File: src/rtl/dbell_pkg.sv
package dbell_pkg;
  localparam int unsigned REG_W       = 32;
  localparam int unsigned FLAG_LSB    = 4;
  localparam int unsigned FLAG_COUNT  = REG_W - FLAG_LSB;
  localparam int unsigned TRIG_BIT    = 0;
  localparam int unsigned OFS_RAISE   = 0;
  localparam int unsigned OFS_RETIRE  = 4;

  typedef enum logic [1:0] {
    SEL_NONE   = 2'd0,
    SEL_RAISE  = 2'd1,
    SEL_RETIRE = 2'd2
  } reg_sel_e;
endpackage

File: src/rtl/dbell_decode.sv
module dbell_decode
  import dbell_pkg::*;
#(
  parameter int unsigned ADDR_W  = 8,
  parameter int unsigned NFLAGS  = FLAG_COUNT,
  parameter int unsigned LSB     = FLAG_LSB
) (
  input  logic [ADDR_W-1:0]      addr,
  input  logic                   wr_en,
  input  logic [REG_W-1:0]       wdata,
  output reg_sel_e               sel,
  output logic [NFLAGS-1:0]      set_mask,
  output logic [NFLAGS-1:0]      clr_mask,
  output logic                   trig
);
  localparam logic [ADDR_W-1:0] A_RAISE  = ADDR_W'(OFS_RAISE);
  localparam logic [ADDR_W-1:0] A_RETIRE = ADDR_W'(OFS_RETIRE);

  always_comb begin
    if (addr == A_RAISE)       sel = SEL_RAISE;
    else if (addr == A_RETIRE) sel = SEL_RETIRE;
    else                       sel = SEL_NONE;
  end

  always_comb begin
    set_mask = '0;
    clr_mask = '0;
    trig     = 1'b0;
    if (wr_en) begin
      if (sel == SEL_RAISE) begin
        set_mask = wdata[LSB +: NFLAGS];
        trig     = wdata[TRIG_BIT];
      end else if (sel == SEL_RETIRE) begin
        clr_mask = wdata[LSB +: NFLAGS];
      end
    end
  end
endmodule

File: src/rtl/dbell_flag_store.sv
module dbell_flag_store #(
  parameter int unsigned NFLAGS = 28
) (
  input  logic              clk,
  input  logic              rst,
  input  logic [NFLAGS-1:0] set_mask,
  input  logic [NFLAGS-1:0] clr_mask,
  output logic [NFLAGS-1:0] flags
);
  for (genvar i = 0; i < NFLAGS; i++) begin : g_flag
    always_ff @(posedge clk) begin
      if (rst)              flags[i] <= 1'b0;
      else if (set_mask[i]) flags[i] <= 1'b1;
      else if (clr_mask[i]) flags[i] <= 1'b0;
    end
  end

  AST_SET_TAKES: assert property (@(posedge clk) disable iff (rst)
    ((flags & $past(set_mask)) == $past(set_mask)));
  AST_CLEAR_TAKES: assert property (@(posedge clk) disable iff (rst)
    ((flags & $past(clr_mask & ~set_mask)) == '0));
  AST_HOLD_IDLE: assert property (@(posedge clk) disable iff (rst)
    ($past(set_mask) == '0 && $past(clr_mask) == '0) |-> $stable(flags));
endmodule

File: src/rtl/dbell_pulse.sv
module dbell_pulse (
  input  logic clk,
  input  logic rst,
  input  logic trig,
  output logic pulse
);
  always_ff @(posedge clk) begin
    if (rst) pulse <= 1'b0;
    else     pulse <= trig;
  end
endmodule

File: src/rtl/dbell_readmux.sv
module dbell_readmux
  import dbell_pkg::*;
#(
  parameter int unsigned NFLAGS = FLAG_COUNT,
  parameter int unsigned LSB    = FLAG_LSB
) (
  input  reg_sel_e          sel,
  input  logic [NFLAGS-1:0] flags,
  output logic [REG_W-1:0]  rdata
);
  always_comb begin
    rdata = '0;
    if (sel != SEL_NONE) rdata[LSB +: NFLAGS] = flags;
  end
endmodule

File: src/rtl/dbell_regs.sv
module dbell_regs
  import dbell_pkg::*;
#(
  parameter int unsigned ADDR_W = 8
) (
  input  logic              clk,
  input  logic              rst,
  input  logic [ADDR_W-1:0] bus_addr,
  input  logic              bus_wr_en,
  input  logic [31:0]       bus_wdata,
  output logic [31:0]       bus_rdata,
  output logic              host_irq_pulse
);
  localparam int unsigned NFLAGS = FLAG_COUNT;

  reg_sel_e          sel;
  logic [NFLAGS-1:0] set_mask;
  logic [NFLAGS-1:0] clr_mask;
  logic [NFLAGS-1:0] flags;
  logic              trig;

  dbell_decode #(.ADDR_W(ADDR_W), .NFLAGS(NFLAGS), .LSB(FLAG_LSB)) i_decode (
    .addr(bus_addr), .wr_en(bus_wr_en), .wdata(bus_wdata),
    .sel(sel), .set_mask(set_mask), .clr_mask(clr_mask), .trig(trig)
  );

  dbell_flag_store #(.NFLAGS(NFLAGS)) i_store (
    .clk(clk), .rst(rst), .set_mask(set_mask), .clr_mask(clr_mask), .flags(flags)
  );

  dbell_pulse i_pulse (
    .clk(clk), .rst(rst), .trig(trig), .pulse(host_irq_pulse)
  );

  dbell_readmux #(.NFLAGS(NFLAGS), .LSB(FLAG_LSB)) i_rmux (
    .sel(sel), .flags(flags), .rdata(bus_rdata)
  );

  AST_PULSE_CAUSE: assert property (@(posedge clk) disable iff (rst)
    host_irq_pulse |-> $past(bus_wr_en && bus_addr == ADDR_W'(OFS_RAISE) && bus_wdata[0]));
  AST_PULSE_FOLLOWS: assert property (@(posedge clk) disable iff (rst)
    (bus_wr_en && bus_addr == ADDR_W'(OFS_RAISE) && bus_wdata[0]) |=> host_irq_pulse);
  AST_LOW_BITS_ZERO: assert property (@(posedge clk) disable iff (rst)
    bus_rdata[FLAG_LSB-1:0] == '0);
endmodule

File: config.mk
export PLATFORM = sky130hd
export DESIGN_NAME = dbell_regs
export DESIGN_NICKNAME = d
export VERILOG_FILES = /design/src/rtl/dbell_pkg.sv /design/src/rtl/dbell_decode.sv /design/src/rtl/dbell_flag_store.sv /design/src/rtl/dbell_pulse.sv /design/src/rtl/dbell_readmux.sv /design/src/rtl/dbell_regs.sv
export SDC_FILE = /design/constraint.sdc
export NUM_CORES = 1
export LEC_CHECK = 0
export ABC_AREA = 1
export BUFFER_PORTS_ARGS = -buffer_cell sky130_fd_sc_hd__buf_2
export CAP_MARGIN = 10
export CELL_PAD_IN_SITES_DETAIL_PLACEMENT = 1
export CELL_PAD_IN_SITES_GLOBAL_PLACEMENT = 1
export CORE_UTILIZATION = 33
export CTS_CLUSTER_SIZE = 16
export DETAILED_ROUTE_END_ITERATION = 10
export PLACE_DENSITY = 0.9
export SYNTH_ARGS = -nofsm -noshare
export SYNTH_HDL_FRONTEND = slang
export SYNTH_HIERARCHICAL = 1
export SYNTH_SLANG_ARGS = --single-unit
export TNS_END_PERCENT = 1
File: constraint.sdc
create_clock -name clk -period 1.7 [get_ports clk]
set_input_delay 0.34 -clock clk [delete_from_list [all_inputs] [get_ports clk]]
set_output_delay 0.34 -clock clk [all_outputs]
set_load 0.01 [all_outputs]
==> flow_summary.ini, run 1 <==
[setup_path]
crit_fanout = 7
start_kind = input port
critPathMaxStageDelay_ns = 0.30
crit_type = input port to output pin
crit_required_ns = 1.36
cp_slowest_cell = nor3_4
arrival_ns = 1.40
r2r_slack_ns = 1.08
path_delay_family = simple AND/OR/NAND/NOR gates
endpoint_kind = output pin
cp_num_buf_inv = 3
path_cells = buf_6, nor2_4, nand2_4, nor3_4, buf_6, nor2_4, nor2_1, buf_2

[logic_synthesis]
synth_top_area_cell = dfxtp_1
synth_top_area_share_pct = 28.59
syn_inst = 331
yosys-top-cells-area = dfxtp_1, inv_1, nor2_1, nand2_1, a21oi_2
synth.cell_area_um2 = 2031
ys_types = 20
synth_seq_cells = 29
yosysWarnings = 6
ys_seq_area_share_pct = 28.59
syn_area_per_cell_um2 = 6.135

[power]
ir_drop_uv = 308.4
leakage_uw = 0.001129
p_per_area_nw_per_um2 = 541.2

[hold_path]
holdCritPathClass = input port to register

[global_routing]
grt_util_met1_pct = 18.28
antenna_found_initial = 0
grt-ovfl-total = 0
met3_usage_pct = 3.636
first_global_vias = 1945
grt_pass1_wl_mm = 8.521
grt_usage_pct = 17.37
grt_use_met2_pct = 34.66
grt_max_degree = 30
top_usage_layer = met2

[drt]
drt_first_pass_iters = 4
vias = 2034
wl_mm = 5.449
drt_drc_violations_left = 0
avgViaCountPerCell = 4.220
wire_per_inst_um = 11.30
drt_iter0_drc = 44
antenna_left = 0

[run_status]
outcome = finished, violations left
violations = setup timing

[place]
pre_cts_ws_ns = -0.1973
gp_congestion = 0.7538
io_buffers = 68
dp_hpwl_mm = 3.754

[clock_tree]
path_clk_slew_ns = 0.06
clk-insertion-delay-late_ns = 0.27
cts_tree = done
htreeDepth = 2
cts.path.max_buffers = 2
cts-root-buf = clkbuf_8
cts-buffers-inserted = 5
cts.sink_count = 29

[layout]
finish.utilization_pct = 43.96
multi_input_comb_area_um2 = 935.9
n_antenna_cell = 0
layout.nets = 450
drive_gt1_share_pct = 32.68
nFillCells = 817
seqCellArea_um2 = 580.6
area_growth_pct = 28.16

[timing]
setup_slack_ns = -0.04144
post-route-period-util_pct = 102.4
setup_viol = 21
grt_setup_unrepaired = true
clock.fmax_mhz = 574.2
finalMaxSlewViolations = 0
hold_viol = 0
finClkSkew_ns = 0
min_period_ns = 1.741

[floorplan]
fp-row-count = 28
die-area_um2 = 6471
die_w_um = 80.45
die-height_um = 80.45
start_util_pct = 34.30
num_io_pins = 76
core_um2 = 5921

[job]
maxCapViolCount = 0
## layout by cell type (no fill, tap or decap), drive strengths merged
cell      n
nand2    45
nor2     96
nand3     1
inv     119
buf      77
a21oi    28
nor3      1
dfxtp    29
conb      4
clkbuf    7
## final cells by class
class / instances / share of cell area [%]
clock buffer: 7 / 3.317
inverter: 119 / 17.16
multi-input combinational: 175 / 35.96
sequential: 29 / 22.31
tap: 75 / 3.606
timing repair buffer: 77 / 17.64
## registers in the layout, summed over array words and instances (netlist names)
signal and count:
i_store/flags 28, i_pulse/pulse 1
## synthesized netlist by cell type, drive strengths merged
master / n
nor3: 1
a21oi: 28
nor2: 93
nand2: 45
dfxtp: 29
conb: 1
buf: 14
inv: 119
nand3: 1
## report_power, final
| part | internal (µW) | switching (µW) | total (µW) |
|---|---|---|---|
| Clock | 321 | 259 | 580 |
| Combinational | 60.5 | 87.0 | 148 |
| Sequential | 680 | 0.424 | 681 |
## logic make-up after synthesis
kind of cell,after synthesis,synth area share [%]
other,1,0.1847
DFF,29,28.59
AOI/OAI and AO/OA,28,11.34
and+or+nand+nor,140,30.44
buffers and inverters,133,29.45
## path summary, 6_finish.rpt
check	start	end	cells after the start
hold / removal	bus_wdata[0]	i_pulse/pulse	5
hold reg to reg	i_store/flags[26]	i_store/flags[26]	2
setup reg to reg	i_store/flags[3]	i_store/flags[3]	2
setup / recovery	bus_addr[4]	bus_rdata[16]	8
## timing repair
item                       4_1_cts  5_1_grt
buffers inserted                 0        3
gates cloned                     1        2
setup endpoints to repair       28       28
pin swaps                        1        7
hold buffers                     0        0
resized for setup                4       14
## metal layers
metal | wire (µm) | part of all wire (%)
met5 | 0 | 0
met4 | 31 | 0.57
met3 | 173 | 3.2
met2 | 2895 | 53
met1 | 2348 | 43
## worst min-delay path, delay by kind of cell
family | cells | cell delay (ns)
simple gates | 2 | 0.07
buf+inv | 3 | 0.20
## through the flow
step,hold slack [ns],instances,area [µm²],setup TNS [ns],power (µW)
2_1_floorplan,0.4069,334,2042,0,775.7
3_3_place_gp,0.4488,469,2395,-3.270,824.4
3_5_place_dp,0.4561,469,2395,-4.046,830.3
4_1_cts,0.3714,477,2506,-0.1846,1417
5_1_grt,0.4039,482,2603,-2.115,1472
6_report,0.3770,482,2603,-0.5967,1408
Power figures use the tool's default switching activity.
==> run 2, diff against run 1 <==
--- a/config.mk
+++ b/config.mk
@@ -10,10 +10,12 @@
 export CAP_MARGIN = 10
 export CELL_PAD_IN_SITES_DETAIL_PLACEMENT = 1
 export CELL_PAD_IN_SITES_GLOBAL_PLACEMENT = 1
-export CORE_UTILIZATION = 33
+export CORE_ASPECT_RATIO = 0.6
+export CORE_UTILIZATION = 30
 export CTS_CLUSTER_SIZE = 16
 export DETAILED_ROUTE_END_ITERATION = 10
-export PLACE_DENSITY = 0.9
+export PLACE_DENSITY = 0.84
+export SKIP_LAST_GASP = 1
 export SYNTH_ARGS = -nofsm -noshare
 export SYNTH_HDL_FRONTEND = slang
 export SYNTH_HIERARCHICAL = 1
==> run 2 against run 1 <==
Compared with the run above:
- the flow still finishes with violations (setup timing)
- flip-flop and latch count unchanged
- utilization down 1.4 points
- via count fell by 3.6%
- setup slack got worse by 0.044 ns
- register-to-register slack barely moved
- die area is 9.9% higher
- worst hold slack gained 0.00062 ns
- cell count grew 2.1%
- clock power increased by 43%
- maximum frequency is 2.4% lower
- non-clock buffer count rose by 1
- largest power group is now clock
- highest routed layer unchanged
==> flow_summary.ini, run 2 (synthesis results as in run 1) <==
[run_status]
outcome = finished, violations left
violations = setup timing

[power]
seq_power_share_pct = 41.0
leakage_uw = 0.001172
intPower_uw = 1280
ir_drop_uv = 381.8
clkPwrFrac_pct = 50.1
total_power_uw = 1662
p_sw_uw = 382.2
p_per_area_nw_per_um2 = 617.0
p_comb_share_pct = 8.9
p_sw_share_pct = 22.99

[timing]
hold_viol = 0
setup_viol = 20
finalMaxSlewViolations = 0
setup_slack_ns = -0.08500
post-route-period-util_pct = 105.0
clock.fmax_mhz = 560.2
holdWs_ns = 0.3776
tns_ns = -0.6029
min_period_ns = 1.785
grt_setup_unrepaired = true
finClkSkew_ns = 0

[global_routing]
first_global_vias = 1917
grt-ovfl-total = 0
grt_usage_pct = 16.03
grt_pass1_wl_mm = 8.714
antenna_found_initial = 0
grt_max_degree = 30

[clock_tree]
postCtsHoldBufs = 0
path_clk_slew_ns = 0.05
cts-buffers-inserted = 5
cts_tree = done
cts.path.max_buffers = 2
cts-root-buf = clkbuf_16
htreeDepth = 2
cts.sink_count = 29
clk-insertion-delay-late_ns = 0.27

[drt]
drt_drc_violations_left = 0
drt_first_pass_iters = 4
wl_mm = 5.582
wire_per_inst_um = 11.35
drt_iter0_drc = 46
vias = 1960
avgViaCountPerCell = 3.984
antenna_left = 0

[place]
io_buffers = 68
gp_congestion = 0.7450
dp_hpwl_mm = 3.697
place_inst = 477

[layout]
n_antenna_cell = 0
drive_gt1_share_pct = 32.11
final_common_cell = inv_1
largest_register_ffs = 28
top_regs = i_store/flags: 28 flops, i_pulse/pulse: 1 flops
largest-register = i_store/flags
layout.nets = 450
most-common-layout-cells = inv_1, nor2_1, buf_2
area_growth_pct = 32.66
fin_cells = 492

[setup_path]
crit_type = input port to output pin
path_cells = buf_6, nor2_4, nand2_4, nor3_4, buf_12, nor2_4, clkbuf_16, nor2_1, buf_2
critPathMaxStageDelay_ns = 0.21
arrival_ns = 1.45
start_kind = input port
r2r_slack_ns = 1.09
critPathMostFrequentCell = nor2_4
cp_slowest_cell = nor3_4
endpoint_kind = output pin
crit_required_ns = 1.36
crit_fanout = 5

[floorplan]
fp-row-count = 22
die-height_um = 65.73
die-area_um2 = 7113
num_io_pins = 76
die_w_um = 108.2
start_util_pct = 32.08
core_um2 = 6331

[job]
maxCapViolCount = 0

[hold_path]
holdCritPathClass = input port to register
run 2: cell count changes in the layout (fill, tap and decap cells not counted), moves of 2 or more:
cell,delta
clkbuf_16,+6
clkbuf_8,-6
buf_12,+2
clkinv_2,+2
nor2_1,+2
nor2_2,-2
run 2: final timing paths:
kind / start / to / depth (start not counted)
setup / recovery: bus_addr[4] / bus_rdata[28] / 9
hold / removal: bus_wdata[0] / i_pulse/pulse / 5
setup reg to reg: i_store/flags[2] / i_store/flags[2] / 2
hold reg to reg: i_store/flags[3] / i_store/flags[3] / 2
run 2: power by group through the flow:
stage               Clock (µW)  Sequential (µW)  Combinational, µW
floorplan                    0              696               80.0
global placement             0              696                132
detailed placement           0              696                135
CTS                        852              682                139
global route               884              681                165
finish                     832              682                148
run 2: stage by stage:
stage	utilization [%]	cell area [µm²]	setup WS, ns
after floorplan	-	2042	0.1583
after global placement	37.69	2386	-0.1645
after detailed placement	37.69	2386	-0.1698
after CTS	40.24	2547	-0.01919
after global routing	42.55	2694	-0.1234
final	42.55	2694	-0.08500
run 2: metal layers:
| metal | wire length (µm) | vias up | global-route usage [%] |
|---|---|---|---|
| met5 | 0 | - | 0 |
| met4 | 14 | 0 | 2.055 |
| met3 | 241 | 2 | 3.671 |
| met2 | 2556 | 43 | 28.42 |
| met1 | 2769 | 869 | 20.26 |
| li1 | - | 1046 | - |
run 2: critical path, delay by kind of cell:
family	cells	cell delay, ns
and+or+nand+nor	5	0.55
buffers and inverters	4	0.54
run 2: cell type report:
cell class                 instances  area [µm²]
inverter                         119       446.7
fill                             869        3637
sequential                        29       580.6
clock inverter                     2       10.01
tap                               84       105.1
multi-input combinational        174       917.1
timing repair buffer              78       505.5
clock buffer                       6       128.9
run 2: timing repair:
action	4_1_cts	5_1_grt
endpoints found under the setup margin	28	28
resized for setup	3	10
buffers inserted	0	4
cloned	1	2
pin swaps	1	7
==> run 3, diff against run 2 <==
--- a/config.mk
+++ b/config.mk
@@ -12,6 +12,7 @@
 export CELL_PAD_IN_SITES_GLOBAL_PLACEMENT = 1
 export CORE_ASPECT_RATIO = 0.6
 export CORE_UTILIZATION = 30
+export CTS_BUF_LIST = sky130_fd_sc_hd__clkbuf_4 sky130_fd_sc_hd__clkbuf_8
 export CTS_CLUSTER_SIZE = 16
 export DETAILED_ROUTE_END_ITERATION = 10
 export PLACE_DENSITY = 0.84
==> run 3 against run 2 <==
Compared with the run above:
- the run still ends with setup timing left
- worst hold slack lost 0.014 ns
- setup slack hardly changed
- register-to-register slack about the same
- sequential share of layout area up 0.43 points
- sequential power about the same
- global-route usage decreased by 0.32 points
- cell count is the same
- non-clock buffer count is the same
- wire length fell by 0.52%
- maximum frequency hardly changed
- via count up 0.51%
- highest routed layer unchanged
==> flow_summary.ini, run 3 (synthesis results as in run 1) <==
[run_status]
outcome = finished, violations left
violations = setup timing

[power]
clkPwrFrac_pct = 41.0
leakage_uw = 0.001150
seq_power_share_pct = 48.4
p_sw_share_pct = 25.88
p_comb_share_pct = 10.5
intPower_uw = 1042
p_per_area_nw_per_um2 = 532.1
ir_drop_uv = 266.4
p_sw_uw = 363.7

[floorplan]
core_um2 = 6331
die_w_um = 108.2
start_util_pct = 32.08
die-height_um = 65.73
die-area_um2 = 7113
fp-row-count = 22
num_io_pins = 76

[clock_tree]
clk-insertion-delay-late_ns = 0.27
cts.sink_count = 29
cts-root-buf = clkbuf_8
path_clk_slew_ns = 0.07
cts-buffers-inserted = 5
cts_tree = done
htreeDepth = 2
cts.path.max_buffers = 2

[setup_path]
r2r_slack_ns = 1.08
path_delay_family = simple AND/OR/NAND/NOR gates
crit_type = input port to output pin
path_cells = buf_6, nor2_4, nand2_4, nor3_4, buf_12, nor2_4, clkbuf_16, nor2_1, buf_2
critPathMostFrequentCell = nor2_4
cp_slowest_cell = nor3_4
start_kind = input port
endpoint_kind = output pin
crit_fanout = 5
crit_required_ns = 1.36
cp_num_buf_inv = 4
critPathMaxStageDelay_ns = 0.21
arrival_ns = 1.45

[drt]
drt_drc_violations_left = 0
avgViaCountPerCell = 4.004
vias = 1970
drt_iter0_drc = 45
wire_per_inst_um = 11.29
wl_mm = 5.553
drt_first_pass_iters = 4
antenna_left = 0

[layout]
finish.utilization_pct = 41.72
final_common_cell = inv_1
largest-register = i_store/flags
fin_cells = 492
drive_gt1_share_pct = 32.35
area_growth_pct = 30.07
n_antenna_cell = 0
multi_input_comb_area_um2 = 917.1
nFillCells = 871
most-common-layout-cells = inv_1, nor2_1, buf_2
seqCellArea_um2 = 580.6
layout.nets = 450
largest_register_ffs = 28
top_regs = i_store/flags: 28 flops, i_pulse/pulse: 1 flops

[timing]
post-route-period-util_pct = 105.0
holdWs_ns = 0.3632
clock.fmax_mhz = 560.2
setup_slack_ns = -0.08504
setup_viol = 21
finClkSkew_ns = 0
min_period_ns = 1.785
hold_viol = 0
grt_setup_unrepaired = true
finalMaxSlewViolations = 0

[global_routing]
grt-ovfl-total = 0
grt_pass1_wl_mm = 8.562
grt_max_degree = 30
first_global_vias = 1912
antenna_found_initial = 0
grt_usage_pct = 15.71

[place]
dp_hpwl_mm = 3.697
io_buffers = 68
gp_congestion = 0.7450
place_inst = 477

[hold_path]
holdCritPathClass = input port to register

[job]
maxCapViolCount = 0
run 3: cell count changes in the layout (fill, tap and decap cells not counted):
| cell | previous run | this run |
|---|---|---|
| clkbuf_1 | 1 | 0 |
| clkbuf_16 | 6 | 1 |
| clkbuf_4 | 0 | 1 |
| clkbuf_8 | 0 | 5 |
run 3: path summary, 6_finish.rpt:
check                         start  cells after the start           endpoint
setup reg to reg  i_store/flags[24]                      2  i_store/flags[24]
hold reg to reg    i_store/flags[3]                      2   i_store/flags[3]
setup / recovery        bus_addr[4]                      9      bus_rdata[28]
hold / removal         bus_wdata[0]                      5      i_pulse/pulse
run 3: layout make-up:
class	count	area share, %
inverters	119	16.91
multi-input cells	174	34.72
repair buffers	78	19.14
clock inverters	2	0.3790
well taps	84	3.979
flip-flops and latches	29	21.98
clock buffers	6	2.890
run 3: timing repair:
action,in CTS,in global routing
buffers inserted,0,4
pin swaps,1,7
gates resized for setup,3,10
setup endpoints to repair,28,28
gates cloned,1,2
hold buffers,0,0
run 3: worst register-to-register path, delay by kind of cell (launching register included):
| family | cells | cell delay (ns) |
|---|---|---|
| compound gates | 1 | 0.14 |
| flops | 1 | 0.35 |
| simple gates | 1 | 0.06 |
run 3: stage by stage:
step	worst slack (ns)	TNS (ns)	area, µm²	total power (µW)
final	-0.08504	-0.6410	2641	1405
after global routing	-0.1242	-1.954	2641	1461
after CTS	-0.01919	-0.07306	2495	1410
after detailed placement	-0.1698	-3.958	2386	831.3
after global placement	-0.1645	-3.259	2386	827.7
after floorplan	0.1583	0	2042	775.7
run 3: layer usage:
layer  part of all wire [%]  vias to the layer above  global-route usage, %
li1                       -                     1047                      -
met1                     50                      873                  20.08
met2                     44                       46                  27.23
met3                    5.1                        4                  3.671
met4                   0.49                        0                  2.568
met5                      0                        -                      0
run 3: power groups by stage:
| stage | clock [µW] | sequential (µW) | combinational (µW) |
|---|---|---|---|
| global route | 616 | 680 | 165 |
| detailed placement | 0 | 696 | 135 |
| floorplan | 0 | 696 | 80.0 |
| CTS | 591 | 680 | 139 |
| global placement | 0 | 696 | 132 |
| finish | 577 | 680 | 148 |
